File: config.mk
export PLATFORM = sky130hd
export DESIGN_NAME = exv_entry
export DESIGN_NICKNAME = d
export VERILOG_FILES = /design/src/rtl/exv_pkg.sv /design/src/rtl/exv_classify.sv /design/src/rtl/exv_resume_pc.sv /design/src/rtl/exv_irq_vector.sv /design/src/rtl/exv_entry.sv
export SDC_FILE = /design/constraint.sdc
export NUM_CORES = 1
export LEC_CHECK = 0
export ABC_AREA = 1
export BUFFER_PORTS_ARGS = -buffer_cell sky130_fd_sc_hd__buf_2
export CORE_AREA = 2 2 114 160
export CTS_CLUSTER_SIZE = 40
export DETAILED_ROUTE_END_ITERATION = 8
export DIE_AREA = 0 0 116 162
export GPL_ROUTABILITY_DRIVEN = 0
export PLACE_DENSITY = 0.85
export SYNTH_ARGS = -nofsm -noshare
export SYNTH_HDL_FRONTEND = slang
export SYNTH_SLANG_ARGS = --single-unit
File: constraint.sdc
create_clock -name clk -period 0.8 [get_ports clk]
set_input_delay 0 -clock clk [delete_from_list [all_inputs] [get_ports clk]]
set_output_delay 0 -clock clk [all_outputs]
set_load 0.03 [all_outputs]
File: src/rtl/exv_pkg.sv
package exv_pkg;

  typedef enum logic [4:0] {
    EK_INT    = 5'd0,
    EK_TLBMOD = 5'd1,
    EK_TLBLD  = 5'd2,
    EK_TLBST  = 5'd3,
    EK_ADEL   = 5'd4,
    EK_ADES   = 5'd5,
    EK_IBUS   = 5'd6,
    EK_DBUS   = 5'd7,
    EK_SYS    = 5'd8,
    EK_BRK    = 5'd9,
    EK_RSVD   = 5'd10,
    EK_COPUN  = 5'd11,
    EK_OVF    = 5'd12,
    EK_TRAP   = 5'd13,
    EK_FPE    = 5'd15,
    EK_NMI    = 5'd16,
    EK_SRST   = 5'd17,
    EK_DBG    = 5'd20,
    EK_DSTEP  = 5'd21,
    EK_WATCH  = 5'd23,
    EK_MCHK   = 5'd24,
    EK_CACHE  = 5'd30
  } exc_kind_e;

  typedef enum logic [1:0] {
    CL_NONE = 2'd0,
    CL_GEN  = 2'd1,
    CL_ERR  = 2'd2,
    CL_DBG  = 2'd3
  } exc_class_e;

  localparam logic [31:0] VEC_BOOT_GEN  = 32'hBFC0_0200;
  localparam logic [31:0] VEC_RESET     = 32'hBFC0_0000;
  localparam logic [31:0] VEC_DEBUG     = 32'hBFC0_0480;
  localparam logic [31:0] OFF_GENERAL   = 32'h0000_0180;
  localparam logic [31:0] OFF_REFILL    = 32'h0000_0000;
  localparam logic [31:0] OFF_IRQ       = 32'h0000_0200;
  localparam logic [31:0] OFF_CERR_BOOT = 32'h0000_0100;
  localparam logic [31:0] OFF_CERR_RUN  = 32'h2000_0100;
  localparam int          BASE_ALIGN    = 10;

endpackage

File: src/rtl/exv_classify.sv
module exv_classify
  import exv_pkg::*;
(
  input  logic [4:0]  kind,
  output exc_class_e  cls,
  output logic        is_intr,
  output logic        is_tlb_ls,
  output logic        is_cache,
  output logic        is_dstep
);

  always_comb begin
    cls = CL_NONE;
    case (kind)
      EK_INT, EK_TLBMOD, EK_TLBLD, EK_TLBST, EK_ADEL, EK_ADES,
      EK_IBUS, EK_DBUS, EK_SYS, EK_BRK, EK_RSVD, EK_COPUN,
      EK_OVF, EK_TRAP, EK_FPE, EK_WATCH, EK_MCHK, EK_CACHE:
        cls = CL_GEN;
      EK_NMI, EK_SRST:
        cls = CL_ERR;
      EK_DBG, EK_DSTEP:
        cls = CL_DBG;
      default:
        cls = CL_NONE;
    endcase
  end

  assign is_intr   = (kind == EK_INT);
  assign is_tlb_ls = (kind == EK_TLBLD) || (kind == EK_TLBST);
  assign is_cache  = (kind == EK_CACHE);
  assign is_dstep  = (kind == EK_DSTEP);

endmodule

File: src/rtl/exv_resume_pc.sv
module exv_resume_pc #(
  parameter int XLEN = 32
) (
  input  logic [XLEN-1:0] pc,
  input  logic            compact,
  input  logic            in_dslot,
  input  logic            br16,
  output logic [XLEN-1:0] tagged_pc,
  output logic [XLEN-1:0] resume_pc
);

  localparam logic [XLEN-1:0] STEP_SHORT = XLEN'(2);
  localparam logic [XLEN-1:0] STEP_LONG  = XLEN'(4);

  logic [XLEN-1:0] back_step;

  assign tagged_pc = {pc[XLEN-1:1], pc[0] | compact};
  assign back_step = !in_dslot ? '0 : (br16 ? STEP_SHORT : STEP_LONG);
  assign resume_pc = tagged_pc - back_step;

endmodule

File: src/rtl/exv_irq_vector.sv
module exv_irq_vector
  import exv_pkg::*;
#(
  parameter int XLEN      = 32,
  parameter int IRQ_LINES = 8,
  parameter int VS_W      = 5
) (
  input  logic [IRQ_LINES-1:0] pend,
  input  logic [IRQ_LINES-1:0] mask,
  input  logic                 vint_en,
  input  logic                 iv,
  input  logic [VS_W-1:0]      space,
  output logic [XLEN-1:0]      offset
);

  localparam int VEC_W    = (IRQ_LINES > 1) ? $clog2(IRQ_LINES) : 1;
  localparam int SPACE_SH = 5;

  logic [IRQ_LINES-1:0] live;
  logic [VEC_W-1:0]     vec_num;
  logic [XLEN-1:0]      stride;

  for (genvar g = 0; g < IRQ_LINES; g++) begin : g_live
    assign live[g] = pend[g] & mask[g];
  end

  // ascending scan so the highest live line wins; line 0 never selects
  always_comb begin
    vec_num = '0;
    for (int i = 1; i < IRQ_LINES; i++) begin
      if (live[i]) vec_num = VEC_W'(i);
    end
  end

  assign stride = XLEN'(space) << SPACE_SH;

  always_comb begin
    if (vint_en)
      offset = OFF_IRQ + XLEN'(vec_num) * stride;
    else if (iv)
      offset = OFF_IRQ;
    else
      offset = OFF_GENERAL;
  end

endmodule

File: src/rtl/exv_entry.sv
module exv_entry
  import exv_pkg::*;
#(
  parameter int XLEN      = 32,
  parameter int IRQ_LINES = 8,
  parameter int VS_W      = 5,
  parameter int CODE_W    = 5
) (
  input  logic              clk,
  input  logic              rst_n,
  input  logic              exc_req,
  input  logic [CODE_W-1:0] exc_kind,
  input  logic [XLEN-1:0]   cur_pc,
  input  logic              in_dslot,
  input  logic              br16,
  input  logic              compact,
  input  logic              st_exl,
  input  logic              st_erl,
  input  logic              st_bev,
  input  logic [XLEN-1:0]   ebase,
  input  logic              cause_iv,
  input  logic [IRQ_LINES-1:0] irq_pend,
  input  logic [IRQ_LINES-1:0] irq_mask,
  input  logic              vint_en,
  input  logic [VS_W-1:0]   vec_space,
  input  logic              tlb_refill,
  output logic              ent_valid,
  output logic [XLEN-1:0]   next_pc,
  output logic              epc_wr,
  output logic [XLEN-1:0]   epc_val,
  output logic              errepc_wr,
  output logic [XLEN-1:0]   errepc_val,
  output logic              depc_wr,
  output logic [XLEN-1:0]   depc_val,
  output logic              cause_wr,
  output logic [CODE_W-1:0] cause_code,
  output logic              bd_wr,
  output logic              bd_val,
  output logic              ksu_clr,
  output logic              new_exl,
  output logic              new_erl,
  output logic              new_bev
);

  exc_class_e      cls;
  logic            k_intr, k_tlb, k_cache, k_dstep;
  logic [XLEN-1:0] tagged_pc, resume_pc;
  logic [XLEN-1:0] irq_off, gen_off, gen_base, target;
  logic            take;

  exv_classify u_cls (
    .kind      (exc_kind),
    .cls       (cls),
    .is_intr   (k_intr),
    .is_tlb_ls (k_tlb),
    .is_cache  (k_cache),
    .is_dstep  (k_dstep)
  );

  exv_resume_pc #(.XLEN(XLEN)) u_rpc (
    .pc        (cur_pc),
    .compact   (compact),
    .in_dslot  (in_dslot),
    .br16      (br16),
    .tagged_pc (tagged_pc),
    .resume_pc (resume_pc)
  );

  exv_irq_vector #(.XLEN(XLEN), .IRQ_LINES(IRQ_LINES), .VS_W(VS_W)) u_irq (
    .pend    (irq_pend),
    .mask    (irq_mask),
    .vint_en (vint_en),
    .iv      (cause_iv),
    .space   (vec_space),
    .offset  (irq_off)
  );

  // general-class base and offset selection
  assign gen_base = st_bev ? VEC_BOOT_GEN
                           : {ebase[XLEN-1:BASE_ALIGN], {BASE_ALIGN{1'b0}}};

  always_comb begin
    if (k_intr)
      gen_off = irq_off;
    else if (k_tlb && tlb_refill && !st_exl)
      gen_off = OFF_REFILL;
    else if (k_cache)
      gen_off = st_bev ? OFF_CERR_BOOT : OFF_CERR_RUN;
    else
      gen_off = OFF_GENERAL;
  end

  always_comb begin
    case (cls)
      CL_ERR:  target = VEC_RESET;
      CL_DBG:  target = VEC_DEBUG;
      default: target = gen_base + gen_off;
    endcase
  end

  assign take = exc_req && (cls != CL_NONE);

  // strobes: high for the single cycle after an accepted request
  always_ff @(posedge clk or negedge rst_n) begin
    if (!rst_n) begin
      ent_valid <= 1'b0;
      epc_wr    <= 1'b0;
      errepc_wr <= 1'b0;
      depc_wr   <= 1'b0;
      cause_wr  <= 1'b0;
      bd_wr     <= 1'b0;
      ksu_clr   <= 1'b0;
    end else begin
      ent_valid <= take;
      epc_wr    <= take && (cls == CL_GEN) && !st_exl;
      errepc_wr <= take && (cls == CL_ERR);
      depc_wr   <= take && (cls == CL_DBG);
      cause_wr  <= take && (cls == CL_GEN);
      bd_wr     <= take && !st_exl;
      ksu_clr   <= take && ((cls != CL_GEN) || !st_exl);
    end
  end

  // values: updated on an accepted request, held otherwise
  always_ff @(posedge clk or negedge rst_n) begin
    if (!rst_n) begin
      next_pc    <= '0;
      epc_val    <= '0;
      errepc_val <= '0;
      depc_val   <= '0;
      cause_code <= '0;
      bd_val     <= 1'b0;
      new_exl    <= 1'b0;
      new_erl    <= 1'b0;
      new_bev    <= 1'b0;
    end else if (take) begin
      next_pc <= target;
      case (cls)
        CL_GEN: begin
          cause_code <= exc_kind;
          if (!st_exl) begin
            epc_val <= resume_pc;
            bd_val  <= in_dslot;
          end
          new_exl <= 1'b1;
          new_erl <= st_erl;
          new_bev <= st_bev;
        end
        CL_ERR: begin
          errepc_val <= resume_pc;
          bd_val     <= 1'b0;
          new_exl    <= st_exl;
          new_erl    <= 1'b1;
          new_bev    <= 1'b1;
        end
        default: begin
          depc_val <= k_dstep ? tagged_pc : resume_pc;
          bd_val   <= 1'b0;
          new_exl  <= st_exl;
          new_erl  <= st_erl;
          new_bev  <= st_bev;
        end
      endcase
    end
  end

endmodule

==> results by group, run 1 <==
Floorplanning
  – Ports: 246
  – Initial Util: 46.32%
  – Row Count: 57
  – Chip height: 162 um
  – Die width: 116 um

Global routing
  – Largest net degree at the start of global routing: 55
  – Tot GR Track Use: 84.55%
  – GRT Residual Overflow: 353

CTS
  – Clk root buf: clkbuf_16
  – CTS Buf Count: 17
  – Num Clock Sinks: between 100 and 150
  – H-Tree Depth: 4
  – Clock buffer depth: 2

Synth
  – Leading post-synthesis cells by cell area: dfrtp_1 (44%), nand2_1 (15%), nor2_1 (6.3%)
  – Post-synth top area cell: dfrtp_1
  – Register bit total from synthesis: 139
  – Netlist cell types: 46
  – Synth top area share: 43.51%
  – Cell area after synthesis: around 0.0080 mm^2
  – Main synth FF type: dfrtp_1
  – Number of enable flip-flop cells after synthesis: 0
  – Asr flop ratio synth: between 90% and 100%
  – Mean area per synthesized cell: 7.500 um^2
  – Synthesis warning total: 0
  – Post-synthesis cell count: 1066
  – Seq/Total Area, Yosys: 43.51%

Placed design
  – PortBufs: roughly 230
  – DP HPWL: 20170 um
  – Pre-CTS setup slack: -2.863 ns

Timing
  – Worst_ep grt: next_pc[29]$_DFFE_PN0P_/D
  – Worst EP Category: sequential cell input

Run status
  – Error message: [ERROR GRT-0232] Routing congestion too high. Check the congestion heatmap in the GUI.
  – Status: did not finish
  – Stage reached: 5_1_grt
## per-layer routing
metal  GRT overflow  GRT usage, %
met1              9         79.96
met2            203         100.2
met3              5         71.87
met4            133         92.37
met5              3         28.06
## synthesized netlist by cell type, drive strengths merged, types with 6 or more instances
cell type and count:
o21ai 75, clkbuf 12, or2 9, ha 20
a31oi 15, dfrtp 139, nor3 6, o211ai 8
buf 25, nor2 152, nand2 335, nand4 6
o21a 12, xor2 11, a21oi 37, inv 108
nand3 65, fa 6
## stage by stage
step / instance area, um^2 / setup TNS (ns) / hold WS, ns / util [%] / cells
global placement: 10970 / -193.13 / -0.005411 / 63.54 / 1674
CTS: 14800 / -150.19 / -0.05505 / 85.73 / 1860
detailed placement: 10970 / -199.91 / -0.01317 / 63.54 / 1674
floorplan: 8423 / -131.36 / -0.2956 / - / 1070
## what timing repair did
action,CTS
setup endpoints to repair,278
hold endpoints to repair,188
hold buffers,28
pin swaps,113
gates resized for setup,520
setup buffers,110
cloned,21
## cells by family after synthesis
kind of cell | synth area share (%)
AOI/OAI and AO/OA | 11.02
xor gates and xnor gates | 1.534
adders and majority gates | 4.632
buffers and inverters | 7.919
DFF | 43.51
other | 0.04690
and+or+nand+nor | 31.35
==> run 2, diff against run 1 <==
Settings changed: CORE_AREA 2 2 114 160 to 2 2 145 147, CTS_CLUSTER_SIZE 40 to not set, DIE_AREA 0 0 116 162 to 0 0 147 149, PLACE_DENSITY 0.85 to not set, PLACE_DENSITY_LB_ADDON set to 0.15.
Clock period 0.8 ns to 1.04 ns, I/O delays scaled along.
==> results by group, run 2 <==
Run status
  – Status: finished with violations
  – Failing checks: negative hold slack, negative setup slack

Routing
  – Antenna-violating nets left: 0
  – Max layer used: met4
  – Met2 routed WL: 15860 um
  – Drt pass-1 iters: 5
  – First DRT Iteration DRCs: about 390
  – Met1 Wirelength: 12120 um
  – Vias: roughly 9100
  – Routed wire per std cell: 16.25 um
  – Mean number of vias per cell: 4.907
  – Final WL: 30140 um
  – DRC Markers: 0
  – Met3 wire length: 1645 um

Layout
  – Biggest regs: depc_val x32, epc_val x32, errepc_val x32
  – Commonest non-fill, non-tap cell in the layout: nand2_1
  – Post-layout nets: 1693
  – Layout cells sized above 1: between 40% and 50%
  – Leading cell types in the layout, fill and taps excluded: nand2_1 (238), buf_2 (203), buf_4 (175)
  – Total of fill cells in the finished design: 1619
  – Area Overhead vs Synth: 77.31%
  – Post-route cell area: ~0.014 mm^2

CTS
  – Clock buffer depth: 2
  – Clock latency on the worst-skew pair: about 0.42 ns
  – Hold buffers post-CTS: 31
  – CTS Buf Count: 17
  – H-Tree Depth: 4
  – TritonCTS clock tree: built
  – Clock slew at reported path FFs: 0.07 ns
  – Clk root buf: clkbuf_16
  – Num Clock Sinks: approximately 140

Placed design
  – PortBufs: 228
  – DP HPWL: roughly 20000 um
  – Placed inst area: 0.01096 mm^2

Hold path
  – Hold crit path type: primary input to register

Synth
  – Cell area after synthesis: between 0.007 and 0.008 mm^2
  – Main synth FF type: dfrtp_1
  – Post-synthesis cell count: 1066
  – Netlist cell types: 46
  – Synthesis warning total: 0
  – Seq/Total Area, Yosys: 43.51%
  – Register bit total from synthesis: 139
  – Post-synth top area cell: dfrtp_1
  – Asr flop ratio synth: 100.0%
  – Top-count cell post-synth: nand2_1
  – Mean area per synthesized cell: 7.500 um^2
  – Most frequent cells after synthesis: nand2_1 (325), dfrtp_1 (139), nor2_1 (135)
  – Number of enable flip-flop cells after synthesis: 0
  – Synth top area share: roughly 44%
  – Leading post-synthesis cells by cell area: dfrtp_1 (44%), nand2_1 (15%), nor2_1 (6.3%)

Worst setup path
  – Crit path DAT: ~3.5 ns
  – CP max FO: 5
  – Slowest cell on the critical path: fa_1
  – Worst stage delay on the critical path: ~0.44 ns
  – Crit. End Element: register
  – Crit start category: primary input
  – CP dominant cell by count: nand2_1
  – WS Path Type: primary input to register
  – Worst Path Required: 1.36 ns

Job
  – Max_cap viols: 0

Floorplanning
  – Row Count: 53
  – Die width: between 100 and 150 um
  – Core Area: 0.02056 mm^2
  – DIE AREA: around 0.022 mm^2
  – Ports: around 250
  – Chip height: ~150 um
  – Initial Util: ~39%

Global routing
  – Initial antenna violation count: 1
  – First-pass GRT wire length: approximately 46000 um
  – Tot GR Track Use: 26.45%
  – GRT Residual Overflow: 0
  – Largest net degree at the start of global routing: 31
  – Vias in the first global route: 8955

Timing
  – Minimum clock period: 3.160 ns
  – Setup slack after layout: -2.120 ns
  – Clock skew: 0 ns
  – Slew Viols, Final: 0
  – Hold Slack: -0.02364 ns
  – Final hold vios: 2
  – FMAX: 316.5 MHz
  – RSZ-0062 raised after global routing: true
  – Final setup violation count: 144
  – Period Utilization, post-route: 303.8%

Power and ir drop
  – Leakage: 0.007124 uW
  – Peak VDD IR: around 0.0011 V
  – Pwr Density: 1596 mW/mm^2
## run 2: report_power, final
group          switching, uW  leakage, uW  internal (uW)
sequential               938      0.00170           6640
clock                   2630     0.000280           3410
combinational           5470      0.00514           3550
## run 2: final cells by class
type	count	area, um^2	area share (%)
repair inverters	9	152.6	1.077
inverters	110	490.5	3.460
clock inverters	14	136.4	0.9620
repair buffers	503	4120	29.06
multi-input cells	785	5009	35.33
flip-flops and latches	139	3480	24.55
well taps	275	344.1	2.427
clock buffers	18	439.2	3.098
diodes	2	5.005	0.03530
## run 2: metal layers
layer / vias up / global-route usage (%)
met5: - / 0
met3: 40 / 4.648
met1: 4360 / 31.96
met2: 285 / 48.50
met4: 0 / 7.644
li1: 4417 / -
## run 2: timing repair
action	4_1_cts	5_1_grt
pin swaps	64	82
endpoints found under the hold margin	188	2
setup endpoints to repair	142	154
setup buffers	46	37
gates resized for setup	210	195
cloned	19	2
## run 2: worst paths after layout
| check | endpoint | slack, ns | cells past startpoint | startpoint |
|---|---|---|---|---|
| max in group asynchronous | depc_val[25] | 0.50 | 3 | rst_n |
| hold reg to reg | depc_val[12] | 0.47 | 2 | depc_val[12] |
| min in group asynchronous | errepc_val[5] | 0.04 | 2 | rst_n |
| setup reg to reg | next_pc[29] | 0.13 | 3 | next_pc[29] |
| setup / recovery | next_pc[29] | -2.12 | 30 | irq_pend[2] |
| hold / removal | next_pc[22] | -0.02 | 5 | ebase[22] |
## run 2: through the flow
stage | worst slack, ns | setup TNS (ns) | power [uW] | instances | util, %
after global placement | -2.518 | -161.19 | 14720 | 1704 | 53.32
after global routing | -2.321 | -104.44 | 23680 | 1853 | 68.93
final | -2.120 | -92.04 | 22630 | 1855 | 68.96
after CTS | -2.093 | -93.22 | 21860 | 1826 | 64.46
after floorplan | -2.185 | -98.00 | 12020 | 1070 | -
after detailed placement | -2.609 | -164.72 | 14820 | 1704 | 53.32
## run 2: cells by family after synthesis
family                   count (synthesis)  synth area share, %
adder cells (fa/ha/maj)                 26                4.632
other                                    1              0.04690
AO/OA/AOI/OAI                          156                11.02
flip-flops                             139                43.51
XOR/XNOR                                14                1.534
AND/OR/NAND/NOR                        583                31.35
buffers and inverters                  147                7.919
## run 2: worst max-delay path: cells and delay by family
family,cells,cell delay [ns]
xor gates and xnor gates,1,0.20
and+or+nand+nor,21,1.81
adders and majority gates,4,1.22
buffers and inverters,4,0.25
No activity file was read; power rests on OpenSTA's default activity.
